`config.mk`:
```
export PLATFORM = sky130hd
export DESIGN_NAME = mdio_mgmt_master
export DESIGN_NICKNAME = d
export VERILOG_FILES = /design/src/rtl/mdio_mgmt_pkg.sv /design/src/rtl/mdio_mdc_gen.sv /design/src/rtl/mdio_frame_eng.sv /design/src/rtl/mdio_mgmt_master.sv
export SDC_FILE = /design/constraint.sdc
export NUM_CORES = 1
export LEC_CHECK = 0
export CELL_PAD_IN_SITES_DETAIL_PLACEMENT = 1
export CELL_PAD_IN_SITES_GLOBAL_PLACEMENT = 1
export CORE_MARGIN = 5
export CORE_UTILIZATION = 41
export DETAILED_ROUTE_END_ITERATION = 16
export PLACE_DENSITY_LB_ADDON = 0.1
export SYNTH_ARGS = -nofsm -noshare
export SYNTH_HDL_FRONTEND = slang
export SYNTH_SLANG_ARGS = --single-unit
```
`constraint.sdc`:
```
create_clock -name clk -period 3.5 [get_ports clk]
set_clock_uncertainty 0.15 [all_clocks]
set_input_delay 0.7 -clock clk [delete_from_list [all_inputs] [get_ports clk]]
set_output_delay 0.7 -clock clk [all_outputs]
set_load 0.02 [all_outputs]
```
`src/rtl/mdio_mgmt_pkg.sv`:
```
package mdio_mgmt_pkg;

    localparam int PRE_BITS   = 32;
    localparam int FRAME_BITS = 32;
    localparam int TA_POS     = 14;
    localparam int DATA_POS   = 16;
    localparam int DATA_W     = 16;
    localparam int HALF_W     = 7;

    typedef enum logic [2:0] {
        RA_MODE = 3'd0,
        RA_CMD  = 3'd1,
        RA_ADDR = 3'd2,
        RA_TXD  = 3'd3,
        RA_RXD  = 3'd4,
        RA_STAT = 3'd5
    } reg_idx_e;

    typedef struct packed {
        logic              rd;
        logic              nopre;
        logic [4:0]        phy;
        logic [4:0]        regn;
        logic [DATA_W-1:0] wdata;
    } frame_req_t;

    function automatic logic [HALF_W-1:0] eff_half(input logic [7:0] div);
        return (div[7:1] == 7'd0) ? HALF_W'(1) : div[7:1];
    endfunction

    function automatic logic [FRAME_BITS-1:0] frame_word(input frame_req_t r);
        return {2'b01, (r.rd ? 2'b10 : 2'b01), r.phy, r.regn,
                (r.rd ? 2'b11 : 2'b10), (r.rd ? 16'hFFFF : r.wdata)};
    endfunction

endpackage

```
`src/rtl/mdio_mdc_gen.sv`:
```
module mdio_mdc_gen
    import mdio_mgmt_pkg::*;
#(
    parameter int HW = HALF_W
) (
    input  logic          clk,
    input  logic          rst,
    input  logic          en,
    input  logic [HW-1:0] half,
    output logic          mdc,
    output logic          rise,
    output logic          fall
);
    logic [HW-1:0] cnt;
    logic          term;

    assign term = (cnt == half - HW'(1));
    assign rise = en && term && !mdc;
    assign fall = en && term && mdc;

    always_ff @(posedge clk) begin
        if (rst || !en) begin
            cnt <= '0;
            mdc <= 1'b0;
        end else if (term) begin
            cnt <= '0;
            mdc <= ~mdc;
        end else begin
            cnt <= cnt + HW'(1);
        end
    end

    AST_CNT_BELOW_HALF: assert property (@(posedge clk) disable iff (rst)
        en |-> (cnt < half));

endmodule

```
`src/rtl/mdio_frame_eng.sv`:
```
module mdio_frame_eng
    import mdio_mgmt_pkg::*;
(
    input  logic              clk,
    input  logic              rst,
    input  logic              start,
    input  frame_req_t        req,
    input  logic              rise,
    input  logic              fall,
    input  logic              mdio_i,
    output logic              active,
    output logic              done,
    output logic [DATA_W-1:0] rdata,
    output logic              mdio_o,
    output logic              mdio_oe
);
    localparam int TOTAL = PRE_BITS + FRAME_BITS;
    localparam int IW    = $clog2(TOTAL);
    localparam logic [IW-1:0] IDX_FRAME = IW'(PRE_BITS);
    localparam logic [IW-1:0] IDX_TA    = IW'(PRE_BITS + TA_POS);
    localparam logic [IW-1:0] IDX_DATA  = IW'(PRE_BITS + DATA_POS);
    localparam logic [IW-1:0] IDX_LAST  = IW'(TOTAL - 1);

    logic [IW-1:0]         idx;
    frame_req_t            req_q;
    logic [DATA_W-1:0]     rx_sh;
    logic [FRAME_BITS-1:0] fw;
    logic [IW-1:0]         pos;
    logic                  bit_val;
    logic                  released;

    assign fw       = frame_word(req_q);
    assign pos      = idx - IDX_FRAME;
    assign bit_val  = (idx < IDX_FRAME) ? 1'b1 : fw[5'd31 - pos[4:0]];
    assign released = req_q.rd && (idx >= IDX_TA);
    assign mdio_o   = active ? bit_val : 1'b0;
    assign mdio_oe  = active && !released;
    assign rdata    = rx_sh;

    always_ff @(posedge clk) begin
        if (rst) begin
            active <= 1'b0;
            done   <= 1'b0;
            idx    <= '0;
            req_q  <= '0;
            rx_sh  <= '0;
        end else begin
            done <= 1'b0;
            if (start && !active) begin
                active <= 1'b1;
                req_q  <= req;
                idx    <= req.nopre ? IDX_FRAME : '0;
            end else if (active) begin
                if (rise && req_q.rd && idx >= IDX_DATA)
                    rx_sh <= {rx_sh[DATA_W-2:0], mdio_i};
                if (fall) begin
                    if (idx == IDX_LAST) begin
                        active <= 1'b0;
                        done   <= 1'b1;
                    end else begin
                        idx <= idx + IW'(1);
                    end
                end
            end
        end
    end

    AST_IDX_FROM_START: assert property (@(posedge clk) disable iff (rst)
        (active && req_q.nopre) |-> (idx >= IDX_FRAME));

    AST_DONE_ONE_CYCLE: assert property (@(posedge clk) disable iff (rst)
        done |=> !done);

endmodule

```
`src/rtl/mdio_mgmt_master.sv`:
```
module mdio_mgmt_master
    import mdio_mgmt_pkg::*;
(
    input  logic        clk,
    input  logic        rst,
    input  logic        reg_wr,
    input  logic [2:0]  reg_addr,
    input  logic [31:0] reg_wdata,
    output logic [31:0] reg_rdata,
    output logic        mdc,
    output logic        mdio_o,
    output logic        mdio_oe,
    input  logic        mdio_i
);
    logic [8:0]        mode_q;
    logic [2:0]        cmd_q;
    logic [4:0]        phy_q;
    logic [4:0]        regad_q;
    logic [DATA_W-1:0] txd_q;
    logic [DATA_W-1:0] rxd_q;
    logic [HALF_W-1:0] half_q;
    logic              busy_q, start_q, link_fail_q, invalid_q;
    logic              scan_frm_q, rd_frm_q;

    frame_req_t        req;
    logic              rise, fall, eng_active, eng_done;
    logic [DATA_W-1:0] eng_rdata;
    logic              cmd_wr, clr_scan, cont;
    logic              unused_wdata;

    assign unused_wdata = ^{reg_wdata[31:17], reg_wdata[7:5]};
    assign cmd_wr   = reg_wr && (reg_addr == RA_CMD);
    assign clr_scan = cmd_wr && busy_q && !reg_wdata[0];
    assign cont     = cmd_q[0] && !clr_scan;

    always_comb begin
        req.rd    = cmd_q[0] | cmd_q[1];
        req.nopre = mode_q[8];
        req.phy   = phy_q;
        req.regn  = regad_q;
        req.wdata = txd_q;
    end

    mdio_mdc_gen #(.HW(HALF_W)) u_mdc (
        .clk (clk), .rst (rst), .en (eng_active), .half (half_q),
        .mdc (mdc), .rise (rise), .fall (fall)
    );

    mdio_frame_eng u_eng (
        .clk (clk), .rst (rst), .start (start_q), .req (req),
        .rise (rise), .fall (fall), .mdio_i (mdio_i),
        .active (eng_active), .done (eng_done), .rdata (eng_rdata),
        .mdio_o (mdio_o), .mdio_oe (mdio_oe)
    );

    always_ff @(posedge clk) begin
        if (rst) begin
            mode_q      <= '0;
            cmd_q       <= '0;
            phy_q       <= '0;
            regad_q     <= '0;
            txd_q       <= '0;
            rxd_q       <= '0;
            half_q      <= HALF_W'(1);
            busy_q      <= 1'b0;
            start_q     <= 1'b0;
            link_fail_q <= 1'b0;
            invalid_q   <= 1'b0;
            scan_frm_q  <= 1'b0;
            rd_frm_q    <= 1'b0;
        end else begin
            start_q <= 1'b0;
            if (reg_wr) begin
                case (reg_idx_e'(reg_addr))
                    RA_MODE: mode_q <= reg_wdata[8:0];
                    RA_ADDR: begin
                        phy_q   <= reg_wdata[4:0];
                        regad_q <= reg_wdata[12:8];
                    end
                    RA_TXD:  txd_q <= reg_wdata[15:0];
                    RA_CMD: begin
                        if (!busy_q) begin
                            cmd_q <= reg_wdata[2:0];
                            if (|reg_wdata[2:0]) begin
                                busy_q  <= 1'b1;
                                start_q <= 1'b1;
                                half_q  <= eff_half(mode_q[7:0]);
                            end
                            if (reg_wdata[0])
                                invalid_q <= 1'b1;
                        end else if (!reg_wdata[0]) begin
                            cmd_q[0] <= 1'b0;
                        end
                    end
                    default: ;
                endcase
            end
            if (start_q) begin
                scan_frm_q <= cmd_q[0];
                rd_frm_q   <= req.rd;
            end
            if (eng_done) begin
                if (rd_frm_q)
                    rxd_q <= eng_rdata;
                if (scan_frm_q) begin
                    link_fail_q <= ~eng_rdata[2];
                    invalid_q   <= 1'b0;
                end
                if (cont) start_q <= 1'b1;
                else      busy_q  <= 1'b0;
            end
        end
    end

    always_comb begin
        case (reg_idx_e'(reg_addr))
            RA_MODE: reg_rdata = {23'd0, mode_q};
            RA_CMD:  reg_rdata = {29'd0, cmd_q};
            RA_ADDR: reg_rdata = {19'd0, regad_q, 3'd0, phy_q};
            RA_TXD:  reg_rdata = {16'd0, txd_q};
            RA_RXD:  reg_rdata = {16'd0, rxd_q};
            RA_STAT: reg_rdata = {29'd0, invalid_q, busy_q, link_fail_q};
            default: reg_rdata = 32'd0;
        endcase
    end

    AST_IDLE_QUIET: assert property (@(posedge clk) disable iff (rst)
        !busy_q |-> (!mdc && !mdio_oe));

    AST_BUSY_UNTIL_DONE: assert property (@(posedge clk) disable iff (rst)
        (busy_q && !eng_done) |=> busy_q);

    AST_DATA_ON_FALL: assert property (@(posedge clk) disable iff (rst)
        (eng_active && $past(eng_active) && !$stable(mdio_o)) |-> $fell(mdc));

    AST_RXD_HOLD: assert property (@(posedge clk) disable iff (rst)
        !eng_done |=> $stable(rxd_q));

    AST_INVALID_CLEAR: assert property (@(posedge clk) disable iff (rst)
        (eng_done && scan_frm_q) |=> !invalid_q);

    AST_BUSY_CMD_IGNORED: assert property (@(posedge clk) disable iff (rst)
        (cmd_wr && busy_q && !eng_done) |=> (busy_q && $stable(cmd_q[2:1])));

endmodule

```
==> metrics.txt <==
Critical Path End Type output pin; WP data arrival 2.53 ns; area delta synth->final 22.7%; Post-synth EDFFs 0; # hold bufs at CTS 0; critical path launch point type input port; Seq cells post-synth ~130; Vias/cell between 5 and 6; CTS max path bufs 2; fin crit period between 3 and 4 ns; first-pass GRT wire length between 20 and 30 mm; hold crit path type reg2reg; vias in the first global route ~5000; pin count of the biggest net entering global routing 50; warnings from Yosys 0; # diodes 0; Synth area leaders dfxtp_1 45%, nand2_1 12%, a21oi_1 7.4%; Die X approximately 130 um; Clock Tree Root clkbuf_16; Critical Path Most Common Cell clkdlybuf4s50_1; Worst VDD drop 0.000410 V; Relative slew margins 52.8%; CTS tree yes; crit-path max FO 10; switching part of the total 21.7%; Port Buf Inserts slightly above 40; Finish-stage setup viols 0; critical path depth in cells 6; slowest CP cell clkdlybuf4s50_1; GR Util All Layers between 20% and 30%; post-route antenna net violation count 0; number of library cell types mapped by synthesis 54; Final Instance Area between 6000 and 7000 um^2; Cell Area, Synth about 5600 um^2; critical path type in2out; CP Cell Sequence clkdlybuf4s50_1, buf_4, and2_2, nor2b_2, a22o_1, clkdlybuf4s50_1; PD cells slightly above 500 nW/um^2; core area about 13000 um^2; delay-heaviest family, CP buffers and inverters; Clock Sinks between 100 and 150; chip height around 130 um; commonest non-fill, non-tap cell in the layout nand2_1; clock latency on the worst-skew pair 0.42 ns; combinational share of power under 10%; count of final hold-check violations 0; commonest register cell after synthesis dfxtp_1; post-synth top area cell dfxtp_1; DP Wirelength about 12 mm; Pint about 2.8 mW; Avg Cell Area, Syn about 8.3 um^2; starting density of the core a little over two fifths; H-tree depth 4; status finished clean; total CTS buffers 17; Post-CTS Setup Bufs 0; Gate Count Post-Synth approximately 680; Die ar. 16200 um^2; hold path depth 2; RSZ-0062 raised after global routing no; Final nets 768; sequential area share after synthesis about 45%; residual overflow from global routing 0; most frequent cells in the layout 176 x nand2_1, 124 x dfxtp_1, 84 x a21oi_1; initial antenna violation count 0; drt first pass iters 4; Lkg Pwr 2.69 nW; post-synth top area share 44.7%; drt initial violations roughly 250; WL/cell 17.6 um; Hold WS approximately 0.3 ns; GP Congestion between 0.7 and 0.8; Via Count ~4900; clk slew on worst S/H paths 0.06 ns; Async SR Flop Fraction 0%; Fmax around 300 MHz; MaxCap Viol Count 0; P_sw roughly 770 uW; R2R cell count 8; crit path buf inv count 3; drc violations 0; number of I/O pins 74; Std-Cell Rows 42; Final Cycle Share between 90% and 100%; worst-margin pin slew between 0.7 and 0.8 ns; clock share of power between 50% and 60%; share of cells above drive strength 1 11.2%; Post-DP Area about 6300 um^2; CP max stage delay between 0.6 and 0.7 ns; Routed WL between 15 and 20 mm; Pins Over Slew Limit 0; Critical Path RT ~2.7 ns; sequential power share slightly above 40%
## synth_stat cells, types with 2 or more instances
master      n
a211oi_1    5
a21boi_0    4
a21oi_1    84
a22o_1      3
a22oi_1    15
a31oi_1     2
and2_1      3
and3_1      2
buf_1       4
buf_4      16
clkbuf_1   36
dfxtp_1   126
ha_1        4
inv_1       8
mux2_2      6
mux2i_1    32
mux4_2      7
nand2_1   176
nand2b_1    3
nand3_1     8
nor2_1     51
nor2b_1     9
nor3_1      9
nor3b_1     2
nor4b_1     2
o21a_1      3
o21ai_0     9
o22ai_1     7
o31ai_1     3
or2_2       3
or3_1       3
or4_1       4
xnor2_1     8
xor2_1      5
## kinds of logic after synthesis
kind of cell	share of synthesized area (%)
flops	44.7
mux	9.66
buf+inv	5.41
compound gates	15.4
xor+xnor	2.41
other cells	0.0664
simple gates	21.5
fa+ha+maj	0.886
## metal layers
layer | wire, um | global-route usage [%]
met1 | 7240 | 25.8
met2 | 8000 | 35.2
met3 | 665 | 5.18
met4 | 142 | 5.74
met5 | 0 | 0
## final cells by class
cell class,instances,area [um^2]
clock buffers,22,474
clock inverters,10,160
fillers,1593,6470
inverters,8,30.0
multi-input cells,506,2880
flip-flops and latches,126,2520
well taps,176,220
repair buffers,66,636
## worst paths after layout
kind | from | to | slack, ns
worst max-delay path | reg_addr[1] | reg_rdata[14] | 0.12
worst min-delay path | u_eng.req_q[13] | u_eng.req_q[13] | 0.30
worst max register to register | half_q[0] | u_eng.idx[5] | 0.53
worst min register to register | u_eng.req_q[13] | u_eng.req_q[13] | 0.30
## tightest hold or removal path, delay by kind of cell (launching register included)
family,cells,cell delay [ns]
AO/OA/AOI/OAI,1,0.05
AND/OR/NAND/NOR,1,0.05
flip-flops,1,0.31
## power groups by stage
stage | sequential [mW] | combinational [mW] | clock [mW]
after floorplan | 1.49 | 0.109 | 0
after global placement | 1.49 | 0.164 | 0
after detailed placement | 1.49 | 0.167 | 0
after CTS | 1.46 | 0.169 | 1.92
after global routing | 1.46 | 0.183 | 1.99
final | 1.46 | 0.169 | 1.89
## stage by stage
step	std cells	utilization (%)	setup slack, ns	total power, mW	TNS [ns]
2_1_floorplan	697	-	0.649	1.59	0
3_3_place_gp	882	46.7	-0.0227	1.66	-0.0511
3_5_place_dp	882	46.7	-0.0155	1.66	-0.0337
4_1_cts	914	51.5	0.000559	3.55	0
5_1_grt	914	51.7	0.00607	3.64	0
6_report	914	51.7	0.123	3.52	0
## timing repair
item                       in CTS  in global routing
pin swaps                       0                  0
setup endpoints to repair       6                 15
gates resized for setup         5                 13
## registers in the layout (all words and copies together), names as in the netlist
| name | flops |
|---|---|
| u_eng.fw | 10 |
| invalid_q | 1 |
| regad_q | 5 |
| u_eng.idx | 6 |
| mode_q | 9 |
| txd_q | 16 |
| u_eng.rdata | 16 |
| rd_frm_q | 1 |
| phy_q | 5 |
| u_mdc.mdc | 1 |
| start_q | 1 |
| u_eng.done | 1 |
| cmd_q | 3 |
| link_fail_q | 1 |
| rxd_q | 16 |
| u_mdc.cnt | 7 |
| u_eng.req_q | 17 |
| busy_q | 1 |
| half_q | 7 |
| u_eng.active | 1 |
| scan_frm_q | 1 |
Power figures use the tool's default switching activity.
